[config.mk]
export PLATFORM = sky130hd
export DESIGN_NAME = bitband_bridge
export DESIGN_NICKNAME = d
export VERILOG_FILES = /design/src/rtl/bitband_pkg.sv /design/src/rtl/bitband_decode.sv /design/src/rtl/bitband_rmw.sv /design/src/rtl/bitband_bridge.sv
export SDC_FILE = /design/constraint.sdc
export NUM_CORES = 1
export LEC_CHECK = 0
export BUFFER_PORTS_ARGS = -buffer_cell sky130_fd_sc_hd__buf_2
export CAP_MARGIN = 30
export CORE_MARGIN = 1.5
export CORE_UTILIZATION = 47
export CTS_CLUSTER_SIZE = 28
export DETAILED_ROUTE_END_ITERATION = 10
export GPL_ROUTABILITY_DRIVEN = 0
export PLACE_DENSITY = 0.88
export SLEW_MARGIN = 20
export SYNTH_ARGS = -nofsm -noshare
export SYNTH_HDL_FRONTEND = slang
export SYNTH_SLANG_ARGS = --single-unit
export TNS_END_PERCENT = 1
[constraint.sdc]
create_clock -name clk -period 3.55 [get_ports clk]
set_input_delay 0.355 -clock clk [delete_from_list [all_inputs] [get_ports clk]]
set_output_delay 0.355 -clock clk [all_outputs]
set_load 0.01 [all_outputs]
[src/rtl/bitband_pkg.sv]
package bitband_pkg;
  localparam int ADDR_W = 32;
  localparam int DATA_W = 32;
  localparam int POS_W  = $clog2(DATA_W);

  typedef enum logic [1:0] {
    SZ_BYTE = 2'd0,
    SZ_HALF = 2'd1,
    SZ_WORD = 2'd2,
    SZ_RSVD = 2'd3
  } xfer_size_e;

  typedef enum logic [1:0] {
    ST_IDLE,
    ST_READ,
    ST_WRITE,
    ST_RESP
  } rmw_state_e;

  // Valid bits of a right-aligned unit of the given size.
  function automatic logic [DATA_W-1:0] unit_mask(input logic [1:0] sz);
    case (xfer_size_e'(sz))
      SZ_BYTE: return DATA_W'(32'h0000_00FF);
      SZ_HALF: return DATA_W'(32'h0000_FFFF);
      default: return '1;
    endcase
  endfunction

  // Byte offset of the unit holding word bit n.
  function automatic logic [ADDR_W-1:0] unit_offset(input logic [POS_W-1:0] n,
                                                     input logic [1:0] sz);
    case (xfer_size_e'(sz))
      SZ_BYTE: return ADDR_W'(n[4:3]);
      SZ_HALF: return ADDR_W'({n[4], 1'b0});
      default: return '0;
    endcase
  endfunction

  // Position of word bit n inside its unit.
  function automatic logic [POS_W-1:0] unit_pos(input logic [POS_W-1:0] n,
                                                 input logic [1:0] sz);
    case (xfer_size_e'(sz))
      SZ_BYTE: return POS_W'(n[2:0]);
      SZ_HALF: return POS_W'(n[3:0]);
      default: return n;
    endcase
  endfunction

  // Old unit value with one bit forced to val.
  function automatic logic [DATA_W-1:0] apply_bit(input logic [DATA_W-1:0] old_unit,
                                                   input logic [POS_W-1:0] pos,
                                                   input logic val);
    logic [DATA_W-1:0] r;
    r = old_unit;
    r[pos] = val;
    return r;
  endfunction
endpackage

[src/rtl/bitband_decode.sv]
module bitband_decode
  import bitband_pkg::*;
#(
  parameter logic [ADDR_W-1:0] ALIAS_BASE = 32'h4200_0000,
  parameter logic [ADDR_W-1:0] REAL_BASE  = 32'h4000_0000,
  parameter int                REAL_AW    = 20
) (
  input  logic [ADDR_W-1:0] addr,
  input  logic [1:0]        size,
  output logic              hit,
  output logic [ADDR_W-1:0] unit_addr,
  output logic [POS_W-1:0]  pos
);
  localparam int OFF_W = REAL_AW + 5;

  logic [ADDR_W-1:0]  off;
  logic [REAL_AW-1:0] byte_off;
  logic [POS_W-1:0]   bitnum;
  logic [ADDR_W-1:0]  word_addr;

  assign off       = addr - ALIAS_BASE;
  assign hit       = (addr >= ALIAS_BASE) && ((off >> OFF_W) == '0);
  assign byte_off  = off[OFF_W-1:5];
  assign bitnum    = {byte_off[1:0], off[4:2]};
  assign word_addr = REAL_BASE + ADDR_W'({byte_off[REAL_AW-1:2], 2'b00});
  assign unit_addr = word_addr + unit_offset(bitnum, size);
  assign pos       = unit_pos(bitnum, size);
endmodule

[src/rtl/bitband_rmw.sv]
module bitband_rmw
  import bitband_pkg::*;
(
  input  logic              clk,
  input  logic              rst_n,
  input  logic              start,
  input  logic              is_write,
  input  logic              set_val,
  input  logic [1:0]        size,
  input  logic [POS_W-1:0]  pos,
  input  logic              t_ready,
  input  logic [DATA_W-1:0] t_rdata,
  output logic              busy,
  output logic              rd_phase,
  output logic              wr_phase,
  output logic              resp_phase,
  output logic [DATA_W-1:0] new_unit,
  output logic              read_bit
);
  rmw_state_e        state, state_nx;
  logic [DATA_W-1:0] old_unit;

  always_comb begin
    state_nx = state;
    case (state)
      ST_IDLE:  if (start)   state_nx = ST_READ;
      ST_READ:  if (t_ready) state_nx = is_write ? ST_WRITE : ST_RESP;
      ST_WRITE: if (t_ready) state_nx = ST_RESP;
      default:               state_nx = ST_IDLE;
    endcase
  end

  always_ff @(posedge clk) begin
    if (!rst_n) begin
      state    <= ST_IDLE;
      old_unit <= '0;
    end else begin
      state <= state_nx;
      if (state == ST_READ && t_ready) old_unit <= t_rdata & unit_mask(size);
    end
  end

  assign busy       = (state != ST_IDLE);
  assign rd_phase   = (state == ST_READ);
  assign wr_phase   = (state == ST_WRITE);
  assign resp_phase = (state == ST_RESP);
  assign new_unit   = apply_bit(old_unit, pos, set_val);
  assign read_bit   = old_unit[pos];

  // a write request always moves from read phase to write phase
  a_r6_write_follows_read: assert property (@(posedge clk) disable iff (!rst_n)
    (rd_phase && t_ready && is_write) |=> wr_phase);
  // the written unit differs from the one read in at most one bit
  a_r6_single_bit: assert property (@(posedge clk) disable iff (!rst_n)
    wr_phase |-> ($countones(new_unit ^ old_unit) <= 1));
  // a stalled phase is held
  a_r8_hold_read: assert property (@(posedge clk) disable iff (!rst_n)
    (rd_phase && !t_ready) |=> rd_phase);
  a_r8_hold_write: assert property (@(posedge clk) disable iff (!rst_n)
    (wr_phase && !t_ready) |=> wr_phase);
  // the response lasts one cycle
  a_r7_resp_single: assert property (@(posedge clk) disable iff (!rst_n)
    resp_phase |=> !resp_phase);
endmodule

[src/rtl/bitband_bridge.sv]
module bitband_bridge
  import bitband_pkg::*;
#(
  parameter logic [ADDR_W-1:0] ALIAS_BASE = 32'h4200_0000,
  parameter logic [ADDR_W-1:0] REAL_BASE  = 32'h4000_0000,
  parameter int                REAL_AW    = 20
) (
  input  logic              clk,
  input  logic              rst_n,
  input  logic              m_req,
  input  logic              m_we,
  input  logic [1:0]        m_size,
  input  logic [ADDR_W-1:0] m_addr,
  input  logic [DATA_W-1:0] m_wdata,
  output logic              m_ready,
  output logic [DATA_W-1:0] m_rdata,
  output logic              t_req,
  output logic              t_we,
  output logic [1:0]        t_size,
  output logic [ADDR_W-1:0] t_addr,
  output logic [DATA_W-1:0] t_wdata,
  output logic              t_lock,
  input  logic              t_ready,
  input  logic [DATA_W-1:0] t_rdata
);
  localparam logic [ADDR_W-1:0] REAL_SPAN = ADDR_W'(1) << REAL_AW;

  logic              hit;
  logic [ADDR_W-1:0] unit_addr;
  logic [POS_W-1:0]  pos;
  logic              busy, rd_phase, wr_phase, resp_phase, read_bit;
  logic [DATA_W-1:0] new_unit;
  logic              alias_start;
  logic              pass_active;

  bitband_decode #(
    .ALIAS_BASE(ALIAS_BASE),
    .REAL_BASE (REAL_BASE),
    .REAL_AW   (REAL_AW)
  ) u_decode (
    .addr     (m_addr),
    .size     (m_size),
    .hit      (hit),
    .unit_addr(unit_addr),
    .pos      (pos)
  );

  assign alias_start = m_req && hit && !busy;
  assign pass_active = m_req && !hit && !busy;

  bitband_rmw u_rmw (
    .clk       (clk),
    .rst_n     (rst_n),
    .start     (alias_start),
    .is_write  (m_we),
    .set_val   (m_wdata[0]),
    .size      (m_size),
    .pos       (pos),
    .t_ready   (t_ready),
    .t_rdata   (t_rdata),
    .busy      (busy),
    .rd_phase  (rd_phase),
    .wr_phase  (wr_phase),
    .resp_phase(resp_phase),
    .new_unit  (new_unit),
    .read_bit  (read_bit)
  );

  always_comb begin
    t_req   = pass_active;
    t_we    = m_we;
    t_size  = m_size;
    t_addr  = m_addr;
    t_wdata = m_wdata;
    t_lock  = 1'b0;
    m_ready = pass_active && t_ready;
    m_rdata = t_rdata;
    if (busy) begin
      t_req   = rd_phase || wr_phase;
      t_we    = wr_phase;
      t_addr  = unit_addr;
      t_wdata = wr_phase ? new_unit : '0;
      t_lock  = rd_phase || wr_phase;
      m_ready = resp_phase;
      m_rdata = (resp_phase && !m_we) ? DATA_W'(read_bit) : '0;
    end
  end

  // outside the window the target sees the master's transfer, unlocked
  a_r1_pass_through: assert property (@(posedge clk) disable iff (!rst_n)
    pass_active |-> (t_req && !t_lock && t_addr == m_addr && t_size == m_size
                     && t_we == m_we && m_ready == t_ready));
  // alias traffic stays inside the real region
  a_r3_in_region: assert property (@(posedge clk) disable iff (!rst_n)
    (t_req && t_lock) |-> ((t_addr - REAL_BASE) < REAL_SPAN));
  // alias read data carries only bit 0
  a_r5_read_single_bit: assert property (@(posedge clk) disable iff (!rst_n)
    (resp_phase && !m_we) |-> ((m_rdata >> 1) == '0));
  // lock, address and size carry over from read to write
  a_r6_locked_pair: assert property (@(posedge clk) disable iff (!rst_n)
    (t_lock && t_req && !t_we && t_ready && m_we) |=>
      (t_lock && t_req && t_we && t_addr == $past(t_addr) && t_size == $past(t_size)));
  // no target request and no ready in the accepting cycle
  a_r7_accept_quiet: assert property (@(posedge clk) disable iff (!rst_n)
    alias_start |-> (!t_req && !m_ready));
endmodule

== Word-level counts from Yosys, hierarchy flattened ==
Cells that the tools add are included.

* Flip-flop bits (word level): 34
* Input bits: 103
* Word-level logic and storage cells: 58

* Add/sub/neg operators: 3
* $lt $le $gt $ge: 3
* Equality and inequality tests: 7
* Mux-type cells: 24
* Bitwise gates (word level): 1
* Reductions and logical operators: 18

{| class="wikitable"
|+ Operators by type and width
! operator !! count
|-
| $mux 32 || 6
|-
| $pmux 32 s2 || 1
|-
| $add 31x20->32 const A || 1
|-
| $add 32x2->32 || 1
|-
| $and 32x32->32 || 1
|-
| $bwmux 32 || 1
|-
| $ge 32x31->1 const B || 1
|-
| $logic_not 32->1 || 1
|-
| $sub 32x31->32 const B || 1
|-
| $pmux 5 s2 || 1
|-
| $logic_and 1x1->1 || 9
|-
| $mux 1 || 8
|-
| $lt 5x6->1 const B || 1
|-
| $mux 2 || 3
|-
| $ne 2x2->1 const B || 3
|-
| $pmux 2 s3 || 1
|-
| $bmux 1 s5 || 1
|-
| $demux 1 s5 || 1
|-
| $ge 5x1->1 const B || 1
|-
| $eq 2x1->1 const B || 2
|-
| $eq 2x2->1 const B || 2
|-
| $logic_not 2->1 || 2
|-
| $pmux 2 s2 || 1
|-
| $logic_not 1->1 || 3
|-
| other kinds (3) || 3
|}

== Logic depth before layout (Yosys ltp) ==
* Depth in word-level cells: 9
* Mapped depth: 7
* Mapped depth without buffers: 6

== Cells and area by module ==
Synthesis repeated with hierarchy kept, for this count alone.

* Cell total of the unflattened synthesis: 442
* Area total of the unflattened synthesis: 3607.2 µm²

{| class="wikitable"
|+ By module, submodules not included
! module !! times used !! cells each !! area each (µm²) !! sequential area each (µm²)
|-
| bitband_rmw || 1 || 277 || 2270.9 || 680.7
|-
| bitband_bridge || 1 || 123 || 1034.7 || 0.0
|-
| bitband_decode || 1 || 42 || 301.5 || 0.0
|}

== Worst setup path before layout ==
Ideal clock, no wire load.

* Path kind: input to output
* Start: input m_addr[2]
* End: output m_rdata[0]
* Arrival: 1.493 ns
* Required time: 3.195 ns
* Path slack: 1.702 ns
* Stages on the path: 5
* Cell sequence: buf_6 > mux4_1 > mux2i_1 > nor3_1 > o32a_1

* Longest elaborated chain between the ends: 6

{| class="wikitable"
|+ Ends and longest elaborated chain
! what !! RTL line !! source
|-
| from (decl) || bitband_bridge.sv:13 || <nowiki>input logic [ADDR_W-1:0] m_addr,</nowiki>
|-
| $sub 32x31->32 || bitband_decode.sv:21 || <nowiki>assign off = addr - ALIAS_BASE;</nowiki>
|-
| $pmux 5 s2 || bitband_pkg.sv:42 || <nowiki>case (xfer_size_e'(sz))</nowiki>
|-
| $bmux 1 s5 || bitband_rmw.sv:48 || <nowiki>assign read_bit = old_unit[pos];</nowiki>
|-
| $mux 1 (implied by the code) || bitband_rmw.sv:48 ||
|-
| $mux 1 || bitband_bridge.sv:85 || <nowiki>m_rdata = (resp_phase && !m_we) ? DATA_W'(read_bit) : '0;</nowiki>
|-
| $mux 32 || bitband_bridge.sv:78 || <nowiki>if (busy) begin</nowiki>
|-
| to (decl) || bitband_bridge.sv:16 || <nowiki>output logic [DATA_W-1:0] m_rdata,</nowiki>
|}

Every way passes these cells. The select of a mux whose other input is x is not followed.

== Final worst setup path ==
* Start: register u_rmw.state[0]
* End: output t_wdata[0]

* Longest elaborated chain between the ends: 3

{| class="wikitable"
|+ Ends and longest elaborated chain
! what !! RTL line !! source
|-
| from (decl) || bitband_rmw.sv:20 || <nowiki>rmw_state_e state, state_nx;</nowiki>
|-
| from (signal assigned) || bitband_rmw.sv:38 || <nowiki>state <= state_nx;</nowiki>
|-
| $eq 2x2->1 || bitband_rmw.sv:45 || <nowiki>assign wr_phase = (state == ST_WRITE);</nowiki>
|-
| $mux 32 || bitband_bridge.sv:82 || <nowiki>t_wdata = wr_phase ? new_unit : '0;</nowiki>
|-
| $mux 32 (*) || bitband_bridge.sv:78 ||
|-
| to (decl) || bitband_bridge.sv:21 || <nowiki>output logic [DATA_W-1:0] t_wdata,</nowiki>
|}

Mark *: on every way between the ends. The rest lies on a longest branch, timed or not.

==> results.sh <==
export IMPL_drt_iter0_markers=296
export IMPL_rows=29
export IMPL_cts_resized=0
export IMPL_drc_errors=15
export IMPL_top_level_ports=205
export IMPL_period_share_pct=76.31
export IMPL_worstPathRequired_ps=3190
export IMPL_wl_per_cell_um=15.22
export IMPL_synth_cells=436
export IMPL_synth_area_leaders="dfxtp_1, mux2i_1, nand2_1"
export IMPL_grt_max_degree=48
export IMPL_hold_viol=0
export IMPL_yosys_warnings=0
export IMPL_ys_types=47
export IMPL_fp_dieH_um=85.09
export IMPL_worstSetupStartpointType="flip-flop"
export IMPL_synthFlopType="dfxtp_1"
export IMPL_vias_per_cell=5.584
export IMPL_post_route_util_pct=66.00
export IMPL_skew_ps=1.752
export IMPL_synth_nets=543
export IMPL_synth_edf_count=0
export IMPL_critPathMaxStageDelay_ps=480
export IMPL_tns_ps=0
export IMPL_synth_area_um2=3167
export IMPL_hold_class="in -> reg"
export IMPL_failed_checks="DRC"
export IMPL_report_final_setup_viol=0
export IMPL_nFillCells=597
export IMPL_rrSetupSlack_ps=1390
export IMPL_clock_root_buffer="clkbuf_8"
export IMPL_ir_drop_v=0.0001175
export IMPL_syn_area_per_cell_um2=7.263
export IMPL_initial_utilization_pct=49.31
export IMPL_antenna_found_initial=0
export IMPL_routed_wl_mm=10.47
export IMPL_maxCapViolCount=0
export IMPL_critical_path_slowest_cell="ha_2"
export IMPL_yosysTopAreaCell="dfxtp_1"
export IMPL_cts_tree="built"
export IMPL_cp_arrival_ps=2350
export IMPL_postCtsHoldBufs=0
export IMPL_drive_gt1_share_pct=39.77
export IMPL_cts_sinks=34
export IMPL_synth_top_area_share_pct=21.49
export IMPL_path_cells="inv_1 > ha_2 > buf_4 > buf_4 > a22o_1 > buf_2"
export IMPL_clock_latency_ps=290
export IMPL_drv_slew=0
export IMPL_fin_nets=718
export IMPL_core_area_um2=6422
export IMPL_rsz0062_at_grt="false"
export IMPL_min_period_ps=2709
export IMPL_outcome="finished, violations left"
export IMPL_ys_seq_area_share_pct=21.49
export IMPL_tightest_slew_ps=800.5
export IMPL_io_buffers=204
export IMPL_dieArea_um2=7239
export IMPL_p_per_area_nw_per_um2=223.5
export IMPL_grt_overflow_total=0
export IMPL_htreeDepth=2
export IMPL_path_common_cell="buf_4"
export IMPL_clk_path_buf_depth=2
export IMPL_grt_pass1_wl_mm=16.50
export IMPL_synth_seq_cells=34
export IMPL_clk_pin_slew_ps=60
export IMPL_grt_pass1_vias=3586
export IMPL_power_leakage_nw=1.954
export IMPL_netlist_top_cells_count="nand2_1, and2_1, dfxtp_1"
export IMPL_crit_family="buffers and inverters"
export IMPL_antenna_left=0
export IMPL_num_vias=3842
export IMPL_finalPower_mw=0.9476
export IMPL_grtUsageTotal_pct=28.25
export IMPL_synthArstFlopShare_pct=0
export IMPL_yosysMostFrequentCell="nand2_1"
export IMPL_cts_made_buffers=5
export IMPL_num_antenna_cells=0
export IMPL_firstDrtPassIters=8
export IMPL_fmax_mhz=369.2
export IMPL_dieWidth_um=85.09
export IMPL_cp_end_kind="output port"
export IMPL_area_growth_pct=33.86
export IMPL_critPathMaxFanout=47
export IMPL_path_buf_inv=4
export IMPL_relSlewSlack_pct=46.63
export IMPL_post_cts_buffers=0
export IMPL_crit_type="reg -> out"
export IMPL_place_hpwl_mm=8.025
==> tightest hold or removal path: stages <==
cell     delay, ps
buf_2          100
nand2_1         50
a21oi_1         50
==> path summary, 6_finish.rpt <==
path	from	end	cells after the start
worst min register to register	u_rmw.old_unit[27]	u_rmw.old_unit[27]	2
worst max register to register	u_rmw.state[0]	u_rmw.state[0]	6
worst min-delay path	t_rdata[4]	u_rmw.old_unit[4]	3
worst max-delay path	u_rmw.state[0]	t_wdata[0]	6
==> registers in the layout, indices dropped and copies added, names as in the netlist <==
| register | count |
|---|---|
| u_rmw.state | 2 |
| u_rmw.old_unit | 32 |
==> placed cells by master (no fill, tap or decap), types with 4 or more instances in the layout <==
master / n
clkbuf_8: 5
nand2b_1: 4
mux2_2: 22
dfxtp_1: 34
and2_1: 44
nor4_1: 6
nor2b_1: 4
inv_1: 4
mux2i_1: 33
nand3_1: 18
o211ai_1: 8
nor2_1: 24
nor3_1: 4
o21ai_1: 7
nand2_1: 77
a22oi_1: 8
buf_2: 204
a21oi_1: 27
o21ai_0: 32
==> layer usage <==
layer | share of wire, % | track usage [%]
met4 | 1.9 | 9.389
met1 | 39 | 34.14
met5 | 0 | 0
met3 | 8.1 | 4.669
met2 | 51 | 50.72
==> cell families (layout without fill, tap and decap cells) <==
family / after synthesis / count (layout) / share of synthesized area, %
flip-flops: 34 / 34 / 21.49
AND/OR/NAND/NOR: 193 / 193 / 29.99
multiplexers: 61 / 61 / 22.52
buffers and inverters: 48 / 223 / 6.677
adder cells (fa/ha/maj): 4 / 4 / 1.580
AO/OA/AOI/OAI: 96 / 96 / 17.74
==> power by group <==
group	internal (mW)	switching [mW]
Clock	0.135	0.131
Combinational	0.138	0.161
Sequential	0.382	0.000780
Total	0.655	0.293
==> area by class of cell <==
| cell class | count | area [um^2] | area share [%] |
|---|---|---|---|
| well taps | 77 | 96.34 | 2.273 |
| multi-input cells | 354 | 2277 | 53.72 |
| repair buffers | 209 | 1082 | 25.53 |
| flip-flops and latches | 34 | 680.7 | 16.06 |
| clock buffers | 7 | 76.32 | 1.800 |
| inverters | 7 | 26.28 | 0.6198 |
==> per-stage QoR <==
step           area, um^2  setup slack, ps  hold WS (ps)  std cells
4_1_cts              4200            753.4         311.1        686
2_1_floorplan        3167             1702         439.4        436
3_3_place_gp         4124             1180         450.5        679
6_report             4239            841.1         311.9        688
5_1_grt              4239            609.0         323.9        688
3_5_place_dp         4124             1052         457.3        679
No activity file was read; power rests on OpenSTA's default activity.
